File: src/rtl/ipi_pkg.sv
package ipi_pkg;
    localparam int unsigned WORD_W    = 32;
    localparam int unsigned CH_OTHER  = 0;
    localparam int unsigned CH_SELF   = 1;
    localparam int unsigned SELF_BIT  = 31;
    localparam int unsigned DFLT_BASE = 'h2000;
    localparam int unsigned EXPL_BASE = 'h5000;
    localparam int unsigned WIN_SHIFT = 7;
    localparam logic [6:0] REG_EVT   = 7'h04;
    localparam logic [6:0] REG_SET   = 7'h08;
    localparam logic [6:0] REG_ACK   = 7'h0C;
    localparam logic [6:0] REG_MSET  = 7'h24;
    localparam logic [6:0] REG_MCLR  = 7'h28;
    localparam logic [15:0] EVT_KIND_IPI = 16'd4;

    typedef struct packed {
        logic [1:0] pend;
        logic [1:0] mask;
    } chan_state_t;

    function automatic logic [WORD_W-1:0] evt_word(input logic [1:0] live);
        if (live[CH_OTHER])     return {EVT_KIND_IPI, 16'd1};
        else if (live[CH_SELF]) return {EVT_KIND_IPI, 16'd2};
        else                    return '0;
    endfunction
endpackage

File: src/rtl/ipi_port_decode.sv
module ipi_port_decode
    import ipi_pkg::*;
#(
    parameter int N      = 4,
    parameter int ADDR_W = 16,
    parameter int PORT   = 0,
    localparam int CW    = (N > 1) ? $clog2(N) : 1
) (
    input  logic              valid_i,
    input  logic              write_i,
    input  logic [ADDR_W-1:0] addr_i,
    input  logic [WORD_W-1:0] wdata_i,
    output logic [1:0]        set_o  [N],
    output logic [1:0]        clr_o  [N],
    output logic [1:0]        mset_o [N],
    output logic [1:0]        mclr_o [N],
    output logic [N-1:0]      evt_rd_o,
    output logic              evt_hit_o,
    output logic [CW-1:0]     evt_tgt_o
);
    localparam logic [ADDR_W-8:0] DFLT_PAGE = (ADDR_W-7)'(DFLT_BASE >> WIN_SHIFT);
    localparam logic [ADDR_W-1:0] EXPL_ADDR = ADDR_W'(EXPL_BASE);

    logic              hit_d, dflt_d;
    logic [CW-1:0]     tgt_d;
    logic [6:0]        rsel_d;
    logic [ADDR_W-1:0] off_d, idx_d;
    logic [1:0]        chbits_d;
    logic              unused_wdata;

    assign unused_wdata = ^wdata_i;
    assign chbits_d     = {wdata_i[SELF_BIT], wdata_i[0]};

    always_comb begin
        hit_d  = 1'b0;
        dflt_d = 1'b0;
        tgt_d  = '0;
        rsel_d = '0;
        off_d  = addr_i - EXPL_ADDR;
        idx_d  = off_d >> WIN_SHIFT;
        if (addr_i[ADDR_W-1:7] == DFLT_PAGE) begin
            hit_d  = 1'b1;
            dflt_d = 1'b1;
            tgt_d  = CW'(PORT);
            rsel_d = addr_i[6:0];
        end else if (addr_i >= EXPL_ADDR && idx_d < ADDR_W'(N)) begin
            hit_d  = 1'b1;
            tgt_d  = CW'(idx_d);
            rsel_d = off_d[6:0];
        end
    end

    always_comb begin
        for (int c = 0; c < N; c++) begin
            set_o[c]  = '0;
            clr_o[c]  = '0;
            mset_o[c] = '0;
            mclr_o[c] = '0;
        end
        evt_rd_o  = '0;
        evt_hit_o = 1'b0;
        evt_tgt_o = tgt_d;
        if (valid_i && hit_d) begin
            if (write_i) begin
                case (rsel_d)
                    REG_SET: begin
                        if (dflt_d) begin
                            for (int k = 0; k < N; k++) set_o[k][CH_OTHER] = wdata_i[k];
                            set_o[tgt_d][CH_SELF] = wdata_i[SELF_BIT];
                        end else begin
                            set_o[tgt_d] = chbits_d;
                        end
                    end
                    REG_ACK:  clr_o[tgt_d]  = chbits_d;
                    REG_MSET: mset_o[tgt_d] = chbits_d;
                    REG_MCLR: mclr_o[tgt_d] = chbits_d;
                    default: ;
                endcase
            end else if (rsel_d == REG_EVT) begin
                evt_rd_o[tgt_d] = 1'b1;
                evt_hit_o       = 1'b1;
            end
        end
    end
endmodule

File: src/rtl/ipi_chan_bank.sv
module ipi_chan_bank
    import ipi_pkg::*;
(
    input  logic       clk,
    input  logic       rst_n,
    input  logic [1:0] set_i,
    input  logic [1:0] clr_i,
    input  logic [1:0] mset_i,
    input  logic [1:0] mclr_i,
    input  logic [1:0] deliver_i,
    output logic [1:0] pend_o,
    output logic [1:0] mask_o
);
    chan_state_t st_d, st_q;

    always_comb begin
        st_d      = st_q;
        // set is applied after clear so a colliding request survives
        st_d.pend = (st_q.pend & ~clr_i) | set_i;
        // masking (explicit or by delivery) wins over a same-cycle unmask
        st_d.mask = (st_q.mask & ~mclr_i) | mset_i | deliver_i;
    end

    always_ff @(posedge clk) begin
        if (!rst_n) begin
            st_q.pend <= 2'b00;
            st_q.mask <= 2'b11;
        end else begin
            st_q <= st_d;
        end
    end

    assign pend_o = st_q.pend;
    assign mask_o = st_q.mask;

    p_ack_clears_r7: assert property (@(posedge clk) disable iff (!rst_n)
        (clr_i[CH_OTHER] && !set_i[CH_OTHER]) |=> !pend_o[CH_OTHER]);
    p_set_survives_r10: assert property (@(posedge clk) disable iff (!rst_n)
        (set_i[CH_SELF] && clr_i[CH_SELF]) |=> pend_o[CH_SELF]);
    p_deliver_masks_r6: assert property (@(posedge clk) disable iff (!rst_n)
        (deliver_i != 2'b00) |=> ((mask_o & $past(deliver_i)) == $past(deliver_i)));
    p_deliver_keeps_pend_r6: assert property (@(posedge clk) disable iff (!rst_n)
        (deliver_i != 2'b00 && clr_i == 2'b00) |=> ((pend_o & $past(deliver_i)) == $past(deliver_i)));
    p_mset_masks_r8: assert property (@(posedge clk) disable iff (!rst_n)
        mset_i[CH_SELF] |=> mask_o[CH_SELF]);
endmodule

File: src/rtl/ipi_evt_sel.sv
module ipi_evt_sel
    import ipi_pkg::*;
(
    input  logic [1:0]        pend_i,
    input  logic [1:0]        mask_i,
    input  logic              rd_i,
    output logic [WORD_W-1:0] word_o,
    output logic [1:0]        deliver_o,
    output logic              irq_o
);
    logic [1:0] live;

    always_comb begin
        live      = pend_i & ~mask_i;
        word_o    = evt_word(live);
        irq_o     = |live;
        deliver_o = '0;
        if (rd_i) begin
            if (live[CH_OTHER])     deliver_o[CH_OTHER] = 1'b1;
            else if (live[CH_SELF]) deliver_o[CH_SELF]  = 1'b1;
        end
    end
endmodule

File: src/rtl/ipi_unit.sv
module ipi_unit
    import ipi_pkg::*;
#(
    parameter int N      = 4,
    parameter int ADDR_W = 16,
    localparam int CW    = (N > 1) ? $clog2(N) : 1
) (
    input  logic                clk,
    input  logic                rst_n,
    input  logic [N-1:0]        bus_valid,
    input  logic [N-1:0]        bus_write,
    input  logic [N*ADDR_W-1:0] bus_addr,
    input  logic [N*WORD_W-1:0] bus_wdata,
    output logic [N*WORD_W-1:0] bus_rdata,
    output logic [N-1:0]        irq_o
);
    logic [1:0]        dec_set  [N][N];
    logic [1:0]        dec_clr  [N][N];
    logic [1:0]        dec_mset [N][N];
    logic [1:0]        dec_mclr [N][N];
    logic [N-1:0]      dec_rd   [N];
    logic [N-1:0]      dec_hit;
    logic [CW-1:0]     dec_tgt  [N];

    logic [1:0]        set_d  [N];
    logic [1:0]        clr_d  [N];
    logic [1:0]        mset_d [N];
    logic [1:0]        mclr_d [N];
    logic [N-1:0]      rd_d;
    logic [1:0]        deliver [N];
    logic [1:0]        pend_q [N];
    logic [1:0]        mask_q [N];
    logic [WORD_W-1:0] ev_word [N];

    for (genvar p = 0; p < N; p++) begin : g_port
        ipi_port_decode #(.N(N), .ADDR_W(ADDR_W), .PORT(p)) u_dec (
            .valid_i   (bus_valid[p]),
            .write_i   (bus_write[p]),
            .addr_i    (bus_addr[p*ADDR_W +: ADDR_W]),
            .wdata_i   (bus_wdata[p*WORD_W +: WORD_W]),
            .set_o     (dec_set[p]),
            .clr_o     (dec_clr[p]),
            .mset_o    (dec_mset[p]),
            .mclr_o    (dec_mclr[p]),
            .evt_rd_o  (dec_rd[p]),
            .evt_hit_o (dec_hit[p]),
            .evt_tgt_o (dec_tgt[p])
        );
    end

    // merge the requests of all ports onto each target processor
    always_comb begin
        for (int c = 0; c < N; c++) begin
            set_d[c]  = '0;
            clr_d[c]  = '0;
            mset_d[c] = '0;
            mclr_d[c] = '0;
            rd_d[c]   = 1'b0;
            for (int p = 0; p < N; p++) begin
                set_d[c]  = set_d[c]  | dec_set[p][c];
                clr_d[c]  = clr_d[c]  | dec_clr[p][c];
                mset_d[c] = mset_d[c] | dec_mset[p][c];
                mclr_d[c] = mclr_d[c] | dec_mclr[p][c];
                rd_d[c]   = rd_d[c]   | dec_rd[p][c];
            end
        end
    end

    for (genvar c = 0; c < N; c++) begin : g_cpu
        ipi_chan_bank u_bank (
            .clk       (clk),
            .rst_n     (rst_n),
            .set_i     (set_d[c]),
            .clr_i     (clr_d[c]),
            .mset_i    (mset_d[c]),
            .mclr_i    (mclr_d[c]),
            .deliver_i (deliver[c]),
            .pend_o    (pend_q[c]),
            .mask_o    (mask_q[c])
        );
        ipi_evt_sel u_sel (
            .pend_i    (pend_q[c]),
            .mask_i    (mask_q[c]),
            .rd_i      (rd_d[c]),
            .word_o    (ev_word[c]),
            .deliver_o (deliver[c]),
            .irq_o     (irq_o[c])
        );

        p_irq_word_r11: assert property (@(posedge clk) disable iff (!rst_n)
            irq_o[c] |-> (ev_word[c][31:16] == EVT_KIND_IPI));
        p_one_deliver_r5: assert property (@(posedge clk) disable iff (!rst_n)
            $onehot0(deliver[c]));
        p_other_first_r5: assert property (@(posedge clk) disable iff (!rst_n)
            (deliver[c][CH_SELF]) |-> !(pend_q[c][CH_OTHER] && !mask_q[c][CH_OTHER]));
    end

    always_comb begin
        for (int p = 0; p < N; p++) begin
            bus_rdata[p*WORD_W +: WORD_W] = dec_hit[p] ? ev_word[dec_tgt[p]] : '0;
        end
    end
endmodule

File: config.mk
export PLATFORM = sky130hd
export DESIGN_NAME = ipi_unit
export DESIGN_NICKNAME = d
export VERILOG_FILES = /design/src/rtl/ipi_pkg.sv /design/src/rtl/ipi_port_decode.sv /design/src/rtl/ipi_chan_bank.sv /design/src/rtl/ipi_evt_sel.sv /design/src/rtl/ipi_unit.sv
export SDC_FILE = /design/constraint.sdc
export NUM_CORES = 1
export LEC_CHECK = 0
export BUFFER_PORTS_ARGS = -buffer_cell sky130_fd_sc_hd__buf_2
export CORE_AREA = 2 2 129 131
export CTS_CLUSTER_SIZE = 14
export DETAILED_ROUTE_END_ITERATION = 12
export DIE_AREA = 0 0 131 133
export SYNTH_ARGS = -nofsm -noshare
export SYNTH_HDL_FRONTEND = slang
export SYNTH_SLANG_ARGS = --single-unit
File: constraint.sdc
create_clock -name clk -period 2.3 [get_ports clk]
set_input_delay 0 -clock clk [delete_from_list [all_inputs] [get_ports clk]]
set_output_delay 0 -clock clk [all_outputs]
set_load 0.01 [all_outputs]
==> results of run 1 <==
## worst max-delay path, delay by kind of cell
kind,cells,cell delay (ns)
and+or+nand+nor,5,1.64
buffers and inverters,2,0.25
AOI/OAI and AO/OA,1,0.20
## cell type report
type / instances / area share, %
inverter: 8 / 0.653
timing repair buffer: 145 / 17.7
clock buffer: 3 / 1.63
multi-input combinational: 531 / 67.0
tap: 220 / 5.98
sequential: 16 / 6.96
## Yosys cell counts, drive strengths merged, types with 3 or more instances
cell and count:
buf 121, nor2 55, nand2 39, o21ai 29, nand4 24, nand3 23
clkbuf 19, o221ai 19, nor3 18, dfxtp 16, a21oi 13, o22ai 13
nand3b 12, nor2b 11, nor4 10, and3 9, nor4b 9, o32ai 9
a211oi 8, and2 8, inv 8, and3b 7, nor3b 7, or2 7
nand2b 6, a221oi 5, a22oi 5, and4 5, o31a 5, a32oi 4
o211ai 4, o21a 4, or4 4, a211o 3, a31oi 3, nand4b 3
o31ai 3
## flip-flops by register name (all words and copies together) (netlist names)
register	count
g_cpu.u_bank.mask_o	8
g_cpu.u_bank.pend_o	8
## cell families (layout without fill, tap and decap cells)
group	after synthesis	in the layout
flip-flops	16	16
AND/OR/NAND/NOR	265	265
other	1	116
AO/OA/AOI/OAI	149	149
multiplexers	1	1
buffers and inverters	148	156
## power groups by stage
stage	registers (W)	logic (W)	clock network [W]
after floorplan	0.000283	0.000352	0
after global placement	0.000283	0.000363	0
after detailed placement	0.000283	0.000366	0
after CTS	0.000277	0.000368	0.000349
after global routing	0.000277	0.000417	0.000357
final	0.000277	0.000376	0.000353
## worst paths after layout
| check | start | to | slack (ns) | depth (start not counted) |
|---|---|---|---|---|
| worst max register to register | g_cpu[2].u_bank.mask_o[0] | g_cpu[2].u_bank.mask_o[1] | 1.07 | 3 |
| worst min-delay path | rst_n | g_cpu[0].u_bank.pend_o[0] | 0.18 | 2 |
| worst max-delay path | bus_addr[15] | bus_rdata[0] | 0.22 | 8 |
| worst min register to register | g_cpu[3].u_bank.mask_o[1] | g_cpu[3].u_bank.mask_o[1] | 0.51 | 2 |
## metrics by stage
stage / utilization, % / hold slack, ns / instances
3_3_place_gp: 28.0 / 0.423 / 920
4_1_cts: 28.4 / 0.163 / 923
5_1_grt: 28.4 / 0.187 / 923
6_report: 28.4 / 0.180 / 923
2_1_floorplan: - / 0.210 / 695
3_5_place_dp: 28.0 / 0.427 / 920
## routing by layer
metal / up-vias / GRT usage [%]
met1: 2195 / 25.4
met3: 71 / 4.04
met5: - / 0
met4: 0 / 7.98
met2: 404 / 26.8
li1: 2236 / -
==> impl_results.rst, run 1 <==
.. list-table::
   :header-rows: 1

   * - Metric
     - Value
   * - Number of iterations in the first detailed-routing pass
     - 6
   * - Met1 wire length
     - 6900 um
   * - Power density over cell area
     - 219 mW/mm^2
   * - Share of synthesized cell area in full adder, half adder and majority cells
     - 0%
   * - PostCTS Resize Cnt
     - 0
   * - Share of layout cells above drive strength 1
     - 24.3%
   * - Mux cell area share after synthesis
     - 0.252%
   * - Count of mapped cells out of synthesis
     - 580
   * - Worst hold path type
     - in -> reg
   * - Drt first-iter violations
     - 564
   * - Most instantiated flip-flop cell in the synthesis netlist
     - dfxtp_1
   * - Net count of the finished layout
     - 907
   * - Number of global-route vias before repair
     - 4364
   * - Filler cell count in the final layout
     - 1849
   * - Placement-stage cell area
     - 0.00453 mm^2
   * - Row count
     - 47
   * - Routed Antenna Nets
     - 0
   * - Number of synthesized flops with an enable pin
     - 0
   * - Min cycle time layout
     - 2.08 ns
   * - Crit Path Max Fanout
     - 5
   * - Leading cell types by total area after synthesis
     - buf_4 (23%), dfxtp_1 (8.1%), nor2_1 (5.1%), o221ai_1 (4.2%), nand4_1 (3.8%)
   * - Arrival time at the worst endpoint
     - 2.08 ns
   * - Worst-skew pair later-pin latency
     - 0.26 ns
   * - DRC errors left
     - 0
   * - Tightest slew margin relative to the limit
     - 55.0%
   * - Final global-route overflow total
     - 0
   * - Most common cell after layout, fill and taps aside
     - conb_1
   * - Number of max-capacitance violations reported
     - 0
   * - Clock tree from TritonCTS
     - yes
   * - Antenna Diode Count
     - 0
   * - Average wire length per cell after detail routing
     - 18.4 um
   * - Largest net degree at the start of global routing
     - 20
   * - Kind of capture point of the worst setup path
     - output port
   * - Tightest Pin Transition
     - 0.672 ns
   * - Static Leak
     - 1.79 nW
   * - Status
     - finished clean
   * - Final worst-path setup slack
     - 0.218 ns
   * - Leading cell types in the layout, fill and taps excluded
     - conb_1 (116), buf_2 (109), nor2_1 (54), nand2_1 (39), buf_4 (36)
   * - Unique cell type count in the Yosys netlist
     - 76
   * - Half-perimeter wire length of the detailed placement result
     - 14000 um
   * - Total via count after detailed routing
     - 4906
   * - Fraction of power consumed by sequential logic
     - 27.6%
   * - Die Y
     - 133 um
   * - Internal power
     - 0.000628 W
   * - TritonCTS Buffers
     - 3
   * - Die area
     - 0.0174 mm^2
   * - Max VDD drop
     - 0.177 mV
   * - Last weighted congestion value of the routability-driven placer
     - 1.11
   * - Synthesized area per cell
     - 6.84 um^2
   * - Total length of routed met3 wires
     - 2290 um
   * - Combined area of all synthesized cells
     - 0.00397 mm^2
   * - Fin Clk Skew
     - 0.000797 ns
   * - Vias per cell
     - 5.32
   * - Slew Viols, Final
     - 0
   * - Max Used Layer
     - met4
   * - Largest family of logic cells by synthesized area
     - simple AND/OR/NAND/NOR gates
   * - Combinational share of power
     - 37.4%
   * - Count of synthesis-stage warnings from yosys
     - 0
   * - Cell at the slowest stage of the critical path
     - or4_1
   * - Footprint of the multi-input gates
     - 0.00308 mm^2
   * - Proportion of register bits with asynchronous set or reset after synthesis
     - 0%
   * - Number of endpoints with negative hold slack in the final report
     - 0
   * - Initial antenna violation count
     - 0
   * - Setup repair after global routing missed its margin
     - false
   * - Share of power burned in the clock network
     - 35.1%
   * - Area share of xor/xnor cells in the synthesized design
     - 0%
   * - DIE WIDTH
     - 131 um
   * - Portion of synthesized cell area occupied by the leading cell type
     - 22.7%
   * - Sequential cell area fraction in the yosys report
     - 8.07%
   * - CP Launch Type
     - primary input
   * - Core region area
     - 0.0162 mm^2
   * - Buffers on Ports
     - 109
   * - Depth of the CTS H-tree
     - 1
   * - Area leader, netlist
     - buf_4
   * - Wire length after detailed routing
     - 17000 um
   * - GRT Util Overall
     - 18.3%
   * - Global-route wire length before repair
     - 24500 um
   * - Data required time of the critical path
     - 2.30 ns
   * - Register Area
     - 320 um^2
   * - Pwr Total
     - 0.00101 W
   * - Simple-gate portion of the synthesized area
     - 38.4%
   * - Final count of negative-setup-slack endpoints
     - 0
   * - Sequence of cells on the critical path
     - buf_2 > or4_1 > nor3_1 > nand4_1 > nor2_1 > o311ai_0 > nor2_1 > buf_2
   * - Clock sinks
     - 16
   * - Cell at the root of the clock tree
     - clkbuf_16
   * - Maximum clock path buffer count
     - 2
   * - Cell area after layout
     - 0.00460 mm^2
   * - Type of the worst setup path
     - in -> out
   * - Portion of the clock cycle consumed by the worst path in the final layout
     - 90.5%
   * - Number of synthesized register bits
     - 16
   * - TNS Setup
     - 0 ns
   * - Area fraction in compound gates after synthesis
     - 27.8%
   * - Clock transition at the registers of the reported paths
     - 0.06 ns
   * - Highest clock rate
     - 480 MHz
   * - Switching power
     - 0.000379 W
   * - # IOs
     - 334
   * - Post-placement worst setup slack
     - 0.213 ns
   * - Synthesis-to-layout area growth
     - 16.0%
   * - Initial core utilization
     - 24.5%
   * - Post-CTS setup repair buffer count
     - 0
   * - Delay contributed by the slowest stage of the critical path
     - 0.57 ns
   * - Detailed-routed wire length on met2
     - 7000 um
   * - Number of hold buffers added after cts
     - 0
   * - Sw frac
     - 37.7%
Note: power is estimated with default switching activity, not from simulation.
==> run 2, diff against run 1 <==
--- a/config.mk
+++ b/config.mk
@@ -6,10 +6,12 @@
 export NUM_CORES = 1
 export LEC_CHECK = 0
 export BUFFER_PORTS_ARGS = -buffer_cell sky130_fd_sc_hd__buf_2
-export CORE_AREA = 2 2 129 131
+export CORE_ASPECT_RATIO = 1.75
+export CORE_MARGIN = 1
+export CORE_UTILIZATION = 25
 export CTS_CLUSTER_SIZE = 14
 export DETAILED_ROUTE_END_ITERATION = 12
-export DIE_AREA = 0 0 131 133
 export SYNTH_ARGS = -nofsm -noshare
 export SYNTH_HDL_FRONTEND = slang
+export SYNTH_HIERARCHICAL = 1
 export SYNTH_SLANG_ARGS = --single-unit
==> impl_results.rst, run 2 <==
.. list-table::
   :header-rows: 1

   * - Metric
     - Value
   * - Most common cell after layout, fill and taps aside
     - mux2i_1
   * - Combinational share of power
     - 46.5%
   * - Power density over cell area
     - 140 mW/mm^2
   * - Share of power burned in the clock network
     - 31.2%
   * - Worst hold slack across all endpoints
     - 0.127 ns
   * - Worst Reg2Reg Path Length in Cells
     - 4
   * - Arrival time at the worst endpoint
     - 2.21 ns
   * - Data required time of the critical path
     - 2.30 ns
   * - GRT Util Overall
     - 17.7%
   * - Clock tree from TritonCTS
     - yes
   * - Highest clock rate
     - 453 MHz
   * - Sw frac
     - 38.3%
   * - Portion of synthesized cell area occupied by the leading cell type
     - 30.6%
   * - DRC errors left
     - 0
   * - Clock sinks
     - 16
   * - Net count of the finished layout
     - 1353
   * - Delay contributed by the slowest stage of the critical path
     - 0.62 ns
   * - Depth of the CTS H-tree
     - 1
   * - Synthesized area per cell
     - 8.03 um^2
   * - Internal power
     - 0.000767 W
   * - Top cells by instance count after synthesis
     - mux2i_1 (257), o22ai_1 (128), buf_4 (123)
   * - Destination of the critical timing path
     - bus_rdata[65]
   * - PostCTS Resize Cnt
     - 0
   * - Last weighted congestion value of the routability-driven placer
     - 0.950
   * - Sequential cell area fraction in the yosys report
     - 3.81%
   * - Half-perimeter wire length of the detailed placement result
     - 25800 um
   * - Register Area
     - 320 um^2
   * - Die Y
     - 245 um
   * - Slew Viols, Final
     - 0
   * - DIE WIDTH
     - 141 um
   * - Area leader, netlist
     - mux2i_1
   * - Worst-skew pair later-pin latency
     - 0.25 ns
   * - # IOs
     - 334
   * - Leading cell types in the layout, fill and taps excluded
     - mux2i_1 (257), o22ai_1 (128), conb_1 (116), buf_2 (109), nor2_1 (84)
   * - Number of max-capacitance violations reported
     - 0
   * - Number of hold buffers added after cts
     - 0
   * - Core region area
     - 0.0330 mm^2
   * - Post-CTS setup repair buffer count
     - 0
   * - Number of iterations in the first detailed-routing pass
     - 5
   * - Met1 wire length
     - 11300 um
   * - Number of endpoints with negative hold slack in the final report
     - 0
   * - R2r setup slk
     - 1.22 ns
   * - Synthesis-to-layout area growth
     - 5.86%
   * - Average wire length per cell after detail routing
     - 20.5 um
   * - Fin Clk Skew
     - 0.00171 ns
   * - Crit Path Max Fanout
     - 6
   * - Number of synthesized flops with an enable pin
     - 0
   * - Final count of negative-setup-slack endpoints
     - 0
   * - Fraction of power consumed by sequential logic
     - 22.3%
   * - Antenna Diode Count
     - 0
   * - Initial antenna violation count
     - 0
   * - Filler cell count in the final layout
     - 3629
   * - Routed Antenna Nets
     - 0
   * - Clock transition at the registers of the reported paths
     - 0.05 ns
   * - Sequence of cells on the critical path
     - buf_2 > or2_1 > o31a_1 > or4_1 > inv_1 > or2b_1 > o22ai_1 > buf_2
   * - Total length of routed met3 wires
     - 1310 um
   * - Most instantiated flip-flop cell in the synthesis netlist
     - dfxtp_1
   * - Inst Count DP
     - 1551
   * - Portion of the clock cycle consumed by the worst path in the final layout
     - 95.9%
   * - Type of the worst setup path
     - in -> out
   * - Share of layout cells above drive strength 1
     - 21.0%
   * - Kind of capture point of the worst setup path
     - output port
   * - Final global-route overflow total
     - 0
   * - Min cycle time layout
     - 2.21 ns
   * - Max VDD drop
     - 0.170 mV
   * - Final worst-path setup slack
     - 0.0942 ns
   * - Die area
     - 0.0344 mm^2
   * - Most frequent cell on the critical path
     - buf_2
   * - Worst r2r dst
     - g_cpu[3].u_bank/mask_o[0]
   * - Setup repair after global routing missed its margin
     - false
   * - Largest net degree at the start of global routing
     - 43
   * - TNS Setup
     - 0 ns
   * - Row count
     - 88
   * - Proportion of register bits with asynchronous set or reset after synthesis
     - 0%
   * - Non-filler cells, final
     - 1555
   * - Max Used Layer
     - met4
   * - Count of mapped cells out of synthesis
     - 1048
   * - Detailed-routed wire length on met2
     - 17000 um
   * - Initial core utilization
     - 25.5%
   * - TritonCTS Buffers
     - 3
   * - CP Launch Type
     - primary input
   * - Worst flop-to-flop path startpoint
     - g_cpu[3].u_bank/pend_o[0]
   * - Cell at the slowest stage of the critical path
     - or4_1
   * - Most frequent cell after synthesis
     - mux2i_1
   * - Wire length after detailed routing
     - 31900 um
   * - Total via count after detailed routing
     - 8401
   * - Maximum clock path buffer count
     - 2
   * - Status
     - finished clean
   * - Footprint of the multi-input gates
     - 0.00688 mm^2
   * - Vias per cell
     - 5.40
   * - Number of synthesized register bits
     - 16
   * - Global-route wire length before repair
     - 47100 um
   * - Count of synthesis-stage warnings from yosys
     - 6
   * - Combined area of all synthesized cells
     - 0.00841 mm^2
   * - Buffers on Ports
     - 109
   * - Static Leak
     - 2.94 nW
   * - Tightest Pin Transition
     - 0.780 ns
   * - Cell at the root of the clock tree
     - clkbuf_16
   * - Tightest slew margin relative to the limit
     - 48.0%
   * - Number of global-route vias before repair
     - 8205
   * - Unique cell type count in the Yosys netlist
     - 68
   * - Leading cell types by total area after synthesis
     - mux2i_1 (31%), buf_4 (11%), o22ai_1 (9.5%), nor3_1 (4.0%), dfxtp_1 (3.8%)
   * - Pwr Total
     - 0.00124 W
   * - Drt first-iter violations
     - 463
   * - Worst hold path type
     - in -> reg
   * - Worst setup startpoint
     - bus_addr[39]
   * - Post-placement worst setup slack
     - 0.102 ns
   * - Switching power
     - 0.000476 W
==> run 2: kinds of logic after synthesis <==
| family | after synthesis | share of synthesized area, % |
|---|---|---|
| compound gates | 172 | 13.8 |
| mux | 257 | 30.6 |
| flops | 16 | 3.81 |
| simple gates | 400 | 31.7 |
| other cells | 4 | 0.178 |
| buf+inv | 199 | 20.0 |
==> run 2: critical path: cells and delay by family <==
family / cells / cell delay (ns)
AO/OA/AOI/OAI: 2 / 0.54
buffers and inverters: 3 / 0.44
AND/OR/NAND/NOR: 3 / 1.22
==> run 2: layer usage <==
layer | track usage [%] | up-vias
met5 | 0 | -
met4 | 11.9 | 0
met3 | 1.78 | 100
met2 | 34.6 | 327
met1 | 17.3 | 3930
li1 | - | 4044
==> run 2: worst min path at each step <==
stage                     startpoint                         to  slack [ns]  cells past startpoint
after global routing           rst_n  g_cpu[1].u_bank/mask_o[0]        0.15                      2
after floorplan                rst_n  g_cpu[0].u_bank/mask_o[0]        0.07                      1
after detailed placement       rst_n  g_cpu[1].u_bank/mask_o[0]        0.38                      2
final                          rst_n  g_cpu[1].u_bank/mask_o[0]        0.13                      2
after global placement         rst_n  g_cpu[2].u_bank/mask_o[1]        0.37                      2
after CTS                      rst_n  g_cpu[1].u_bank/mask_o[0]        0.12                      2
==> run 2: final cells by class <==
class | count | share of cell area, %
Timing Repair Buffer | 178 | 12.2
Inverter | 7 | 0.295
Tap cell | 405 | 5.69
Sequential cell | 16 | 3.60
Multi-Input combinational cell | 945 | 77.2
Clock buffer | 4 | 0.997
==> run 2: through the flow <==
step	cell area, um^2	utilization [%]
after floorplan	8830	-
after global placement	8820	26.7
after detailed placement	8820	26.7
after CTS	8910	27.0
after global routing	8910	27.0
final	8910	27.0
==> run 2: power by group through the flow <==
stage | logic [W] | registers, W | clock network [W]
2_1_floorplan | 0.000510 | 0.000283 | 0
3_3_place_gp | 0.000526 | 0.000283 | 0
3_5_place_dp | 0.000533 | 0.000283 | 0
4_1_cts | 0.000534 | 0.000277 | 0.000388
5_1_grt | 0.000638 | 0.000277 | 0.000399
6_report | 0.000578 | 0.000277 | 0.000388
